File: config.mk
export PLATFORM = sky130hd
export DESIGN_NAME = cpair_brk_ctrl
export DESIGN_NICKNAME = d
export VERILOG_FILES = /design/src/rtl/cpair_brk_pkg.sv /design/src/rtl/cpair_brk_sync.sv /design/src/rtl/cpair_brk_seq.sv /design/src/rtl/cpair_dt_gen.sv /design/src/rtl/cpair_brk_ctrl.sv
export SDC_FILE = /design/constraint.sdc
export NUM_CORES = 1
export LEC_CHECK = 0
export BUFFER_PORTS_ARGS = -buffer_cell sky130_fd_sc_hd__buf_2
export CAP_MARGIN = 20
export CELL_PAD_IN_SITES_DETAIL_PLACEMENT = 1
export CELL_PAD_IN_SITES_GLOBAL_PLACEMENT = 2
export CORE_MARGIN = 2
export CORE_UTILIZATION = 28
export CTS_CLUSTER_SIZE = 14
export DETAILED_ROUTE_END_ITERATION = 7
export MAX_ROUTING_LAYER = met4
export PLACE_DENSITY_LB_ADDON = 0.2
export SYNTH_ARGS = -nofsm -noshare
export SYNTH_HDL_FRONTEND = slang
export SYNTH_SLANG_ARGS = --single-unit
File: constraint.sdc
create_clock -name clk -period 1.86 [get_ports clk]
set_input_delay 0.186 -clock clk [delete_from_list [all_inputs] [get_ports clk]]
set_output_delay 0.186 -clock clk [all_outputs]
set_load 0.1 [all_outputs]
File: src/rtl/cpair_brk_pkg.sv
package cpair_brk_pkg;

    typedef enum logic [1:0] {
        PH_NORMAL = 2'd0,
        PH_FORCED = 2'd1,
        PH_IDLE   = 2'd2
    } brk_phase_t;

    typedef struct packed {
        logic main;
        logic comp;
    } pair_t;

    // An output is at its active level when its pin differs from its polarity.
    function automatic logic at_active(input logic lvl, input logic pol);
        return lvl ^ pol;
    endfunction

    // Pin levels in normal operation from the active indications.
    function automatic pair_t drive_level(input pair_t on, input pair_t pol);
        pair_t r;
        r.main = on.main ^ pol.main;
        r.comp = on.comp ^ pol.comp;
        return r;
    endfunction

endpackage

File: src/rtl/cpair_brk_sync.sv
module cpair_brk_sync #(
    parameter int STAGES = 2
) (
    input  logic clk,
    input  logic rst,
    input  logic d,
    output logic q
);
    logic [STAGES-1:0] sr;

    generate
        if (STAGES == 1) begin : g_single
            always_ff @(posedge clk) begin
                if (rst) sr <= '0;
                else     sr <= d;
            end
        end else begin : g_chain
            always_ff @(posedge clk) begin
                if (rst) sr <= '0;
                else     sr <= {sr[STAGES-2:0], d};
            end
        end
    endgenerate

    assign q = sr[STAGES-1];
endmodule

File: src/rtl/cpair_brk_seq.sv
module cpair_brk_seq
    import cpair_brk_pkg::*;
#(
    parameter int DT_W = 8
) (
    input  logic            clk,
    input  logic            rst,
    input  logic            brk_s,
    input  logic [DT_W-1:0] dead_time,
    output brk_phase_t      phase
);
    localparam logic [DT_W-1:0] CNT_ONE = DT_W'(1);

    logic [DT_W-1:0] cnt;

    always_ff @(posedge clk) begin
        if (rst) begin
            phase <= PH_NORMAL;
            cnt   <= '0;
        end else begin
            case (phase)
                PH_NORMAL: begin
                    if (brk_s) begin
                        phase <= PH_FORCED;
                        cnt   <= dead_time;
                    end
                end
                PH_FORCED: begin
                    if (!brk_s)              phase <= PH_NORMAL;
                    else if (cnt <= CNT_ONE) phase <= PH_IDLE;
                    else                     cnt   <= cnt - CNT_ONE;
                end
                PH_IDLE: begin
                    if (!brk_s) phase <= PH_NORMAL;
                end
                default: phase <= PH_NORMAL;
            endcase
        end
    end
endmodule

File: src/rtl/cpair_dt_gen.sv
module cpair_dt_gen
    import cpair_brk_pkg::*;
#(
    parameter int DT_W = 8
) (
    input  logic            clk,
    input  logic            rst,
    input  logic            hold,
    input  logic            ref_in,
    input  logic [DT_W-1:0] dead_time,
    output pair_t           on
);
    localparam logic [DT_W-1:0] CNT_ONE = DT_W'(1);

    logic            ref_d;
    logic [DT_W-1:0] gcnt;

    always_ff @(posedge clk) begin
        if (rst) begin
            on    <= '0;
            gcnt  <= '0;
            ref_d <= 1'b0;
        end else if (hold || (ref_in != ref_d)) begin
            // Break phase or reference edge: both off, restart the gap.
            on    <= '0;
            gcnt  <= dead_time;
            ref_d <= ref_in;
        end else if (gcnt > CNT_ONE) begin
            gcnt <= gcnt - CNT_ONE;
        end else begin
            gcnt    <= '0;
            on.main <= ref_in;
            on.comp <= !ref_in;
        end
    end
endmodule

File: src/rtl/cpair_brk_ctrl.sv
module cpair_brk_ctrl
    import cpair_brk_pkg::*;
#(
    parameter int DT_W        = 8,
    parameter int SYNC_STAGES = 2
) (
    input  logic            clk,
    input  logic            rst,
    input  logic            brk_in,
    input  logic            oc_ref,
    input  logic            pol_main,
    input  logic            pol_comp,
    input  logic            idle_main,
    input  logic            idle_comp,
    input  logic            en_main,
    input  logic            en_comp,
    input  logic            off_sel,
    input  logic [DT_W-1:0] dead_time,
    output logic            pin_main,
    output logic            pin_main_oe,
    output logic            pin_comp,
    output logic            pin_comp_oe,
    output logic            idle_conflict,
    output logic            unused_cfg_err
);
    logic       brk_s;
    brk_phase_t phase;
    pair_t      on;
    pair_t      pol, idle, en, lvl, oe;
    logic       brk_hold;

    assign pol  = {pol_main, pol_comp};
    assign idle = {idle_main, idle_comp};
    assign en   = {en_main, en_comp};

    cpair_brk_sync #(.STAGES(SYNC_STAGES)) u_sync (
        .clk (clk),
        .rst (rst),
        .d   (brk_in),
        .q   (brk_s)
    );

    cpair_brk_seq #(.DT_W(DT_W)) u_seq (
        .clk       (clk),
        .rst       (rst),
        .brk_s     (brk_s),
        .dead_time (dead_time),
        .phase     (phase)
    );

    cpair_dt_gen #(.DT_W(DT_W)) u_dt (
        .clk       (clk),
        .rst       (rst),
        .hold      (phase != PH_NORMAL),
        .ref_in    (oc_ref),
        .dead_time (dead_time),
        .on        (on)
    );

    // Raw break acts at once; the registered phase keeps it until release.
    assign brk_hold = brk_in || (phase != PH_NORMAL);

    always_comb begin
        if (phase == PH_IDLE) lvl = idle;
        else if (brk_hold)    lvl = pol;
        else                  lvl = drive_level(on, pol);

        oe = en;
        if (brk_hold && !off_sel) oe = '0;
    end

    assign pin_main    = lvl.main;
    assign pin_comp    = lvl.comp;
    assign pin_main_oe = oe.main;
    assign pin_comp_oe = oe.comp;

    assign idle_conflict  = at_active(idle.main, pol.main) && at_active(idle.comp, pol.comp);
    assign unused_cfg_err = (en == 2'b00) && ((pol != 2'b00) || (idle != 2'b00));
endmodule

# --- Yosys cells after proc, flatten, opt, wreduce, memory -nomap -nowiden ---
# Cells that the tools add are included.
op_classes:
  reduce_logical: 17
  n_addsub: 2
  bitwise: 4
  order_cmp: 2
  eq_ne: 8
  n_mux: 14
ops:
  columns: ["op", "n"]
  rows:
  - ["$mux 8", 5]
  - ["$pmux 8 s2", 1]
  - ["$sub 8x1->8 const B", 2]
  - ["$mux 2", 7]
  - ["$gt 8x1->1 const B", 1]
  - ["$le 8x1->1 const B", 1]
  - ["$ne 2x2->1 const B", 4]
  - ["$reduce_bool 2->1", 4]
  - ["$pmux 2 s3", 1]
  - ["$logic_not 2->1", 2]
  - ["$reduce_and 4->1", 1]
  - ["$xor 1x1->1", 4]
  - ["$logic_and 1x1->1", 3]
  - ["$logic_or 1x1->1", 3]
  - ["$ne 3x2->1 const B", 1]
  - ["$reduce_and 3->1", 1]
  - ["$eq 2x1->1 const B", 1]
  - ["$eq 2x2->1 const B", 1]
  - ["$logic_not 1->1", 2]
  - ["$reduce_or 2->1", 1]
  - ["$ne 1x1->1", 1]
word_totals:
  output_inout_bits: 6
  ff_bits: 23
  elab_cells: 54

# --- Longest topological paths before layout ---
# Gate-level depths: netlist of run 1.
logic_depth:
  depth_word: 4
  mapped_depth: 7

# --- Modules after synthesis ---
# From an unflattened synthesis of run 1, not the netlist that was laid out.
unflattened:
  hier_cells: 169
  area_unflattened_um2: 1401.3
modules_own_cells:
  columns: ["module", "cells_each", "seq_area_each_um2", "instances", "area_each_um2"]
  rows:
  - ["cpair_brk_seq", 78, 200.2, 1, 618.1]
  - ["cpair_dt_gen", 66, 220.2, 1, 591.8]
  - ["cpair_brk_ctrl", 21, 0.0, 1, 138.9]
  - ["cpair_brk_sync", 4, 40.0, 1, 52.6]

# --- Least setup slack after synthesis of run 1 ---
# No wires, ideal clock.
synth_path:
  path_kind: "register -> output"
  startpoint: "register u_seq.phase[1]"
  endpoint: "output pin_comp"
  stages_incl_launch_ff: 5
  t_arrival_ns: 2.801
  setup_slack_ns: -1.127
  n_path_buf: 1
  required_ns: 1.674
  cell_sequence: "dfxtp_1 -> clkbuf_1 -> nor2_1 -> a32oi_1 -> o21ai_0"
synth_via:
  elab_chain_cells: 4
  word_cells_on_any_way: 5
synth_lines:
  columns: ["element", "line_no", "source"]
  rows:
  - ["from (decl)", "cpair_brk_seq.sv:10", "output brk_phase_t phase"]
  - ["from (signal assigned)", "cpair_brk_seq.sv:18", "phase <= PH_NORMAL;"]
  - ["from (signal assigned)", "cpair_brk_seq.sv:24", "phase <= PH_FORCED;"]
  - ["from (signal assigned)", "cpair_brk_seq.sv:29", "if (!brk_s) phase <= PH_NORMAL;"]
  - ["$reduce_bool 2->1", "cpair_brk_ctrl.sv:61", "assign brk_hold = brk_in || (phase != PH_NORMAL);"]
  - ["$logic_or 1x1->1", "cpair_brk_ctrl.sv:61", null]
  - ["$mux 2", "cpair_brk_ctrl.sv:65", "else if (brk_hold) lvl = pol;"]
  - ["$mux 2 (*)", "cpair_brk_ctrl.sv:64", "if (phase == PH_IDLE) lvl = idle;"]
  - ["to (decl)", "cpair_brk_ctrl.sv:21", "output logic pin_comp,"]
# Every way passes the cells marked *; elsewhere a longest branch is shown, timed or not.

# --- Worst setup path after layout of run 1 ---
layout_path:
  startpoint: "register u_seq.cnt[0]"
  endpoint: "register u_seq.cnt[4]"
layout_via:
  elab_chain_cells: 4
  word_cells_on_any_way: 7
layout_lines:
  columns: ["element", "line_no", "source"]
  rows:
  - ["from (decl)", "cpair_brk_seq.sv:14", "logic [DT_W-1:0] cnt;"]
  - ["from (signal assigned)", "cpair_brk_seq.sv:25", "cnt <= dead_time;"]
  - ["from (signal assigned)", "cpair_brk_seq.sv:31", "else cnt <= cnt - CNT_ONE;"]
  - ["$sub 8x1->8", "cpair_brk_seq.sv:31", null]
  - ["$mux 8", "cpair_brk_seq.sv:30", "else if (cnt <= CNT_ONE) phase <= PH_IDLE;"]
  - ["$mux 8", "cpair_brk_seq.sv:29", null]
  - ["$pmux 8 s2", "cpair_brk_seq.sv:21", "case (phase)"]
# Parallel ways exist; a longest one is shown, timed or not. The select of a mux whose other input is x is not followed.
# A chain may end at the register's enable or synchronous reset.

==> results of run 1 <==
[layer usage]
| layer | global-route usage, % | vias to the layer above | wire length [um] |
|---|---|---|---|
| met5 | - | - | 0 |
| met2 | 27.7 | 26 | 1940 |
| met4 | 6.46 | 0 | 60 |
| met1 | 20.9 | 665 | 1890 |
| met3 | 2.57 | 5 | 127 |
| li1 | - | 692 | - |
[stage by stage]
stage	setup TNS [ns]	hold slack, ns	cell area, sq um	cells
floorplan	-0.372	0.320	1400	173
global placement	0	0.417	1680	268
detailed placement	-0.0225	0.429	1680	268
CTS	0	0.153	1740	273
global route	-0.00497	0.160	1770	274
finish	0	0.162	1770	274
[repair_timing]
item / 4_1_cts / 5_1_grt
resized for setup: 1 / 10
hold endpoints to repair: 0 / 0
pin swaps: 1 / 2
cloned: 0 / 0
endpoints found under the setup margin: 2 / 8
buffers inserted: 1 / 1
[how the worst max path moves through the flow]
| stage | startpoint | endpoint | slack, ns | depth (start not counted) |
|---|---|---|---|---|
| floorplan | u_seq.phase[1] | pin_comp | -0.37 | 4 |
| global placement | u_seq.cnt[0] | u_seq.cnt[4] | 0.03 | 6 |
| detailed placement | u_seq.cnt[0] | u_seq.cnt[4] | -0.02 | 6 |
| CTS | u_seq.cnt[0] | u_seq.cnt[4] | 0.004 | 6 |
| global route | u_seq.cnt[0] | u_seq.cnt[4] | -0.005 | 6 |
| finish | u_seq.cnt[0] | u_seq.cnt[4] | 0.04 | 6 |
[cell usage in the layout, fill, tap and decap left out, types with 2 or more instances in the layout]
| cell | n |
|---|---|
| clkbuf_8 | 3 |
| nand3_1 | 5 |
| nor2b_2 | 2 |
| a211o_1 | 2 |
| nand2b_1 | 7 |
| a21oi_1 | 12 |
| mux2i_1 | 4 |
| clkbuf_4 | 2 |
| a31oi_1 | 2 |
| nand2_1 | 9 |
| nor2b_1 | 4 |
| nor3b_1 | 4 |
| inv_1 | 9 |
| o32ai_1 | 2 |
| inv_2 | 2 |
| nor3_1 | 8 |
| ha_2 | 2 |
| buf_4 | 14 |
| buf_12 | 2 |
| xnor2_1 | 5 |
| or4_4 | 3 |
| o31ai_1 | 2 |
| ha_1 | 2 |
| a32oi_1 | 2 |
| o21ai_0 | 7 |
| or3_1 | 2 |
| xor2_1 | 3 |
| nor4_1 | 3 |
| dfxtp_1 | 21 |
| dfxtp_2 | 2 |
| nand3b_1 | 2 |
| a211oi_1 | 2 |
| buf_2 | 20 |
| nor2_1 | 16 |
[sequential cells by signal, indices dropped and copies added, names as in the netlist]
| register | flops |
|---|---|
| u_dt.ref_d | 1 |
| u_seq.cnt | 8 |
| u_dt.on | 2 |
| u_seq.phase | 2 |
| u_sync.sr | 2 |
| u_dt.gcnt | 8 |
[cells by family after synthesis]
| kind of cell | after synthesis |
|---|---|
| AOI/OAI and AO/OA | 41 |
| xor gates and xnor gates | 8 |
| adders and majority gates | 4 |
| buffers and inverters | 19 |
| DFF | 23 |
| muxes | 4 |
| and+or+nand+nor | 74 |
[final cells by class]
type	count	area share (%)
clock buffers	3	2.34
multi-input cells	131	49.4
well taps	67	4.74
inverters	11	2.34
repair buffers	38	14.7
flip-flops and latches	23	26.2
clock inverters	1	0.283
[power by group through the flow]
stage          sequential (W)  combinational [W]  clock, W
4_1_cts              0.000567           0.000464  0.000344
2_1_floorplan        0.000571           0.000340         0
3_5_place_dp         0.000578           0.000460         0
5_1_grt              0.000575           0.000514  0.000374
3_3_place_gp         0.000577           0.000450         0
6_report             0.000568           0.000465  0.000332
[critical path, stage by stage, from the launching register on]
cell,delay [ns]
dfxtp_2,0.36
inv_2,0.04
ha_2,0.18
or2_4,0.23
and3_4,0.18
or4_4,0.47
a32o_1,0.26
==> impl_metrics.csv, run 1 <==
group,metric,value,unit
outcome,run_status,"complete, no violations",
place,dp.final_hpwl,3190,um
worst_setup_path,timing.critical_path.arrival,1.99,ns
routing,detailedRoute.firstPassIterationCount,4,
synthesis,postSynth.asyncResetShare,0,%
worst_setup_path,worst-path-max-fanout,3,
worst_setup_path,worstSetupPathType,"reg -> reg",
global_routing,pin_count_of_the_biggest_net_entering_global_routing,16,
die,die_h,74.1,um
sta,final_hold_viol_count,0,
synthesis,synth.avg_cell_area,7.95,sq um
place,finalWeightedCongestion,0.755,
worst_setup_path,setup.worst_path.end_class,"flop",
sta,final_max_slew_viol_count,0,
die,placement_rows,25,
synthesis,synth_xor_xnor_area_share,5.10,%
routing,post_detailed_routing_wire_length,4010,um
clocking,clkTransAtPathRegs,0.09,ns
die,core_area,0.00472,sq mm
die,design.portCount,25,
synthesis,synth-simple-area-share,29.5,%
clocking,cts.htree.levels,1,
synthesis,synth_compound_area_share,19.7,%
final_layout,layout.core_utilization,37.4,%
worst_setup_path,cp_data_required_time,2.03,ns
sta,finClkSkew,0.00523,ns
synthesis,muxShareOfSynthArea,2.91,%
sta,setup_violations,0,
clocking,clock_sink_count,23,
global_routing,grt_pass1_wl,6870,um
clocking,cts_tree,"done",
final_layout,fillers,593,
synthesis,syn-cell-area,0.00138,sq mm
synthesis,yosys_most_used_dff,"dfxtp_1",
synthesis,netlist.top_cell.by_area,"dfxtp_1",
final_layout,multi_input_area,873,sq um
worst_setup_path,worstSetupStartpointType,"flop",
worst_hold_path,worst_hold_path.endpoint,"u_dt.ref_d",
sta,fin_crit_sh,97.7,%
final_layout,antenna_cells_inserted,0,
run,max_cap_viol_count,0,
clocking,postCtsHoldBufs,0,
synthesis,syn-instance-count,173,
pwr,pwrdens,772,mW/mm^2
die,dieArea,0.00549,sq mm
routing,antenna_violating_nets_post_route,0,
sta,maxSlewHeadroom,67.4,%
synthesis,yosysMostFrequentCell,"dfxtp_1",
worst_setup_path,crit-reg2reg-launch,"u_seq.cnt[0]",
sta,final_period_minus_worst_setup_slack,1.82,ns
final_layout,layout.area.seq,463,sq um
worst_setup_path,critical_path.reg2reg.endpoint,"u_seq.cnt[4]",
pwr,totalPowerFinal,0.00136,W
pwr,p_clk_share,24.3,%
clocking,clockRootBuffer,"clkbuf_8",
pwr,power.internal,0.000881,W
worst_setup_path,r2r_setup_slack,0.04,ns
place,dp_slack,-0.0225,ns
pwr,seq_power_share,41.6,%
sta,fmaxAchievable,550,MHz
worst_hold_path,min_from,"oc_ref",
pwr,switchingPower,0.000484,W
global_routing,grt_pass1_vias,1467,
sta,tightestPinTransition,0.492,ns
die,fp.dieW,74.1,um
worst_hold_path,min_path_type,"in -> reg",
synthesis,postSynthNetCount,196,
final_layout,nets,231,
synthesis,synth.top_cells.by_count,"dfxtp_1 (23), nor2_1 (17), a21oi_1 (12)",
synthesis,area_share_of_the_largest_cell_type_after_synthesis,33.5,%
synthesis,synth_cell_type_count,41,
pwr,leakage,0.745,nW
global_routing,grt_antenna_before_repair,0,
routing,post_drt_wl_per_cell,14.6,um
global_routing,grt_overflow_total,0,
synthesis,netlist_top_cells_area,"dfxtp_1 (33%), nor2_1 (4.6%), a21oi_1 (4.4%), ha_1 (3.6%), nor3_1 (3.3%)",
synthesis,synthesis.yosys.warnings,0,
final_layout,final_layout_size_suffix_gt1_share,29.0,%
routing,remaining_drc_errors,0,
synthesis,synth_seq_cells,23,
routing,dr.first_iter.drc_count,48,
routing,vias_per_cell,5.07,
clocking,cts_inserted_buffers,3,
worst_setup_path,reg2reg_depth,6,
synthesis,post_synth_edffs,0,
global_routing,globalRouteTotalUtil,16.9,%
clocking,max-clock-path-buffers,2,
synthesis,synthAdderAreaFrac,3.64,%
pwr,switching_fraction_of_total_power,35.4,%
pwr,power.share.combinational,34.1,%
place,portBuffers,24,
sta,postLayoutSetupSlackWorst,0.0431,ns
clocking,insertion_delay,0.28,ns
pwr,peakVddDrop,0.290,mV
routing,via_count,1388,
synthesis,seq_area_frac_synth,33.5,%
final_layout,area_delta_synth_final,28.6,%
die,start_util,29.1,%
worst_hold_path,hold_depth,3,
synthesis,synth_top_family_by_area,"simple AND/OR/NAND/NOR gates",
Power figures use the tool's default switching activity.
==> inputs of run 2 (changes only) <==
--- a/config.mk
+++ b/config.mk
@@ -14,7 +14,7 @@
 export CTS_CLUSTER_SIZE = 14
 export DETAILED_ROUTE_END_ITERATION = 7
 export MAX_ROUTING_LAYER = met4
-export PLACE_DENSITY_LB_ADDON = 0.2
+export PLACE_DENSITY = 0.84
 export SYNTH_ARGS = -nofsm -noshare
 export SYNTH_HDL_FRONTEND = slang
 export SYNTH_SLANG_ARGS = --single-unit
==> run 2 against run 1 <==
  * Cell count is 1.1% higher
  * Register-to-register slack barely moved
  * Fmax is essentially flat
  * Combinational power rose by 3%
  * Worst hold slack better by 0.019 ns
  * Total power up 0.12%
  * Critical path depth unchanged
  * Sequential power about the same
  * Setup slack better by 0.0014 ns
  * Largest cell class unchanged
  * Highest routed layer unchanged
==> impl_metrics.csv, run 2 (synthesis results as in run 1) <==
group,metric,value,unit
die,core_area,0.00472,sq mm
final_layout,largest_registers_in_the_final_layout,"u_dt.gcnt x8, u_seq.cnt x8",
global_routing,grt_antenna_before_repair,0,
final_layout,antenna_cells_inserted,0,
die,placement_rows,25,
clocking,postCtsHoldBufs,0,
clocking,cts.htree.levels,1,
die,design.portCount,25,
final_layout,layout.cells.most_common_list,"buf_2 (20), dfxtp_1 (20), nor2_1 (17)",
place,portBuffers,24,
clocking,max-clock-path-buffers,2,
place,finalWeightedCongestion,0.870,
final_layout,final_layout_size_suffix_gt1_share,29.0,%
outcome,run_status,"complete, no violations",
worst_hold_path,min_path_type,"in -> reg",
sta,grt_setup_unrepaired,"true",
final_layout,area_delta_synth_final,30.7,%
clocking,insertion_delay,0.26,ns
global_routing,grt_pass1_wl,7090,um
clocking,cts_tree,"done",
final_layout,finish.cell_count_without_fillers,277,
worst_setup_path,cpPeakStageDelay,0.46,ns
global_routing,grt_pass1_vias,1487,
sta,final_max_slew_viol_count,0,
die,start_util,29.1,%
global_routing,pin_count_of_the_biggest_net_entering_global_routing,21,
die,die_h,74.1,um
routing,remaining_drc_errors,0,
sta,hold_ws,0.181,ns
sta,final_period_minus_worst_setup_slack,1.82,ns
final_layout,nets,234,
pwr,pwrdens,761,mW/mm^2
pwr,peakVddDrop,0.313,mV
sta,fin_crit_sh,97.6,%
routing,antenna_violating_nets_post_route,0,
sta,finClkSkew,0.00521,ns
clocking,cts_inserted_buffers,3,
clocking,clockRootBuffer,"clkbuf_8",
worst_setup_path,worstSetupStartpointType,"flop",
clocking,clock_sink_count,23,
clocking,clkTransAtPathRegs,0.08,ns
sta,final_hold_viol_count,0,
routing,via_count,1376,
worst_setup_path,critical_path.cell_chain,"inv_2, ha_4, or2_4, and3_4, or4_4, a32o_1",
sta,tightestPinTransition,0.483,ns
worst_setup_path,timing.critical_path.arrival,1.98,ns
worst_setup_path,crit_family,"simple AND/OR/NAND/NOR gates",
global_routing,grt_overflow_total,0,
place,dp.final_hpwl,3180,um
pwr,leakage,0.757,nW
routing,vias_per_cell,4.97,
sta,setup_tns,0,ns
worst_setup_path,setup.worst_path.end_class,"flop",
die,fp.dieW,74.1,um
worst_setup_path,worstSetupPathType,"reg -> reg",
place,placedCellCount,271,
routing,dr.first_iter.drc_count,44,
worst_setup_path,worst_path_max_delay_cell,"or4_4",
final_layout,final_area,0.00180,sq mm
sta,setup_violations,0,
global_routing,globalRouteTotalUtil,17.0,%
place,dpl-instance-area,0.00171,sq mm
sta,maxSlewHeadroom,68.0,%
routing,post_detailed_routing_wire_length,4070,um
run,max_cap_viol_count,0,
sta,fmaxAchievable,551,MHz
worst_setup_path,cp_data_required_time,2.02,ns
pwr,totalPowerFinal,0.00137,W
routing,detailedRoute.firstPassIterationCount,6,
routing,post_drt_wl_per_cell,14.7,um
worst_setup_path,cp.buffers_inverters,1,
die,dieArea,0.00549,sq mm
worst_setup_path,worst-path-max-fanout,4,
[run 2: cell types whose count changed in the layout (fill, tap and decap cells not counted), sizes merged]
cell    previous run  this run
buf               36        39
clkbuf             5         6
clkinv             1         0
[run 2: worst reg2reg max path, cell delays in order, from the launching register on]
cell     delay (ns)
dfxtp_2        0.37
inv_2          0.06
ha_4           0.16
or2_4          0.23
and3_4         0.19
or4_4          0.46
a32o_1         0.26
[run 2: area by class of cell]
cell class	instances	area, sq um
Clock buffer	4	45.0
Multi-Input combinational cell	131	876
Fill cell	578	2930
Inverter	11	41.3
Sequential cell	23	464
Timing Repair Buffer	41	287
Tap cell	67	83.8
[run 2: repair_timing]
item	4_1_cts	5_1_grt
resized for setup	4	7
endpoints found under the hold margin	0	0
pin swaps	1	2
buffers inserted	0	2
setup endpoints to repair	2	6
[run 2: metrics by stage]
step / setup WS [ns] / utilization [%]
2_1_floorplan: -0.372 / -
3_3_place_gp: 0.0337 / 36.1
3_5_place_dp: -0.0378 / 36.1
4_1_cts: 0.0327 / 37.2
5_1_grt: -0.0208 / 38.0
6_report: 0.0445 / 38.0
[run 2: final timing paths]
check | from | endpoint | slack, ns | cells after the start
worst min-delay path | dead_time[1] | u_dt.gcnt[1] | 0.18 | 3
worst max register to register | u_seq.cnt[0] | u_seq.cnt[4] | 0.04 | 6
worst min register to register | u_sync.sr[0] | u_sync.sr[1] | 0.44 | 1
worst max-delay path | u_seq.cnt[0] | u_seq.cnt[4] | 0.04 | 6
[run 2: per-layer routing]
metal / share of wire [%] / wire length [um] / GRT usage (%) / vias to the layer above
li1: - / - / - / 694
met1: 48 / 1950 / 21.2 / 653
met2: 48 / 1940 / 29.4 / 25
met3: 3.5 / 141 / 2.30 / 4
met4: 0.88 / 36 / 3.64 / 0
met5: 0 / 0 / - / -
[run 2: power by group]
group	internal, W	leakage (nW)	switching (W)	total, W
combinational	0.000211	0.544	0.000270	0.000481
sequential	0.000532	0.190	0.0000374	0.000569
clock	0.000153	0.0228	0.000164	0.000317
total	0.000896	0.757	0.000471	0.00137
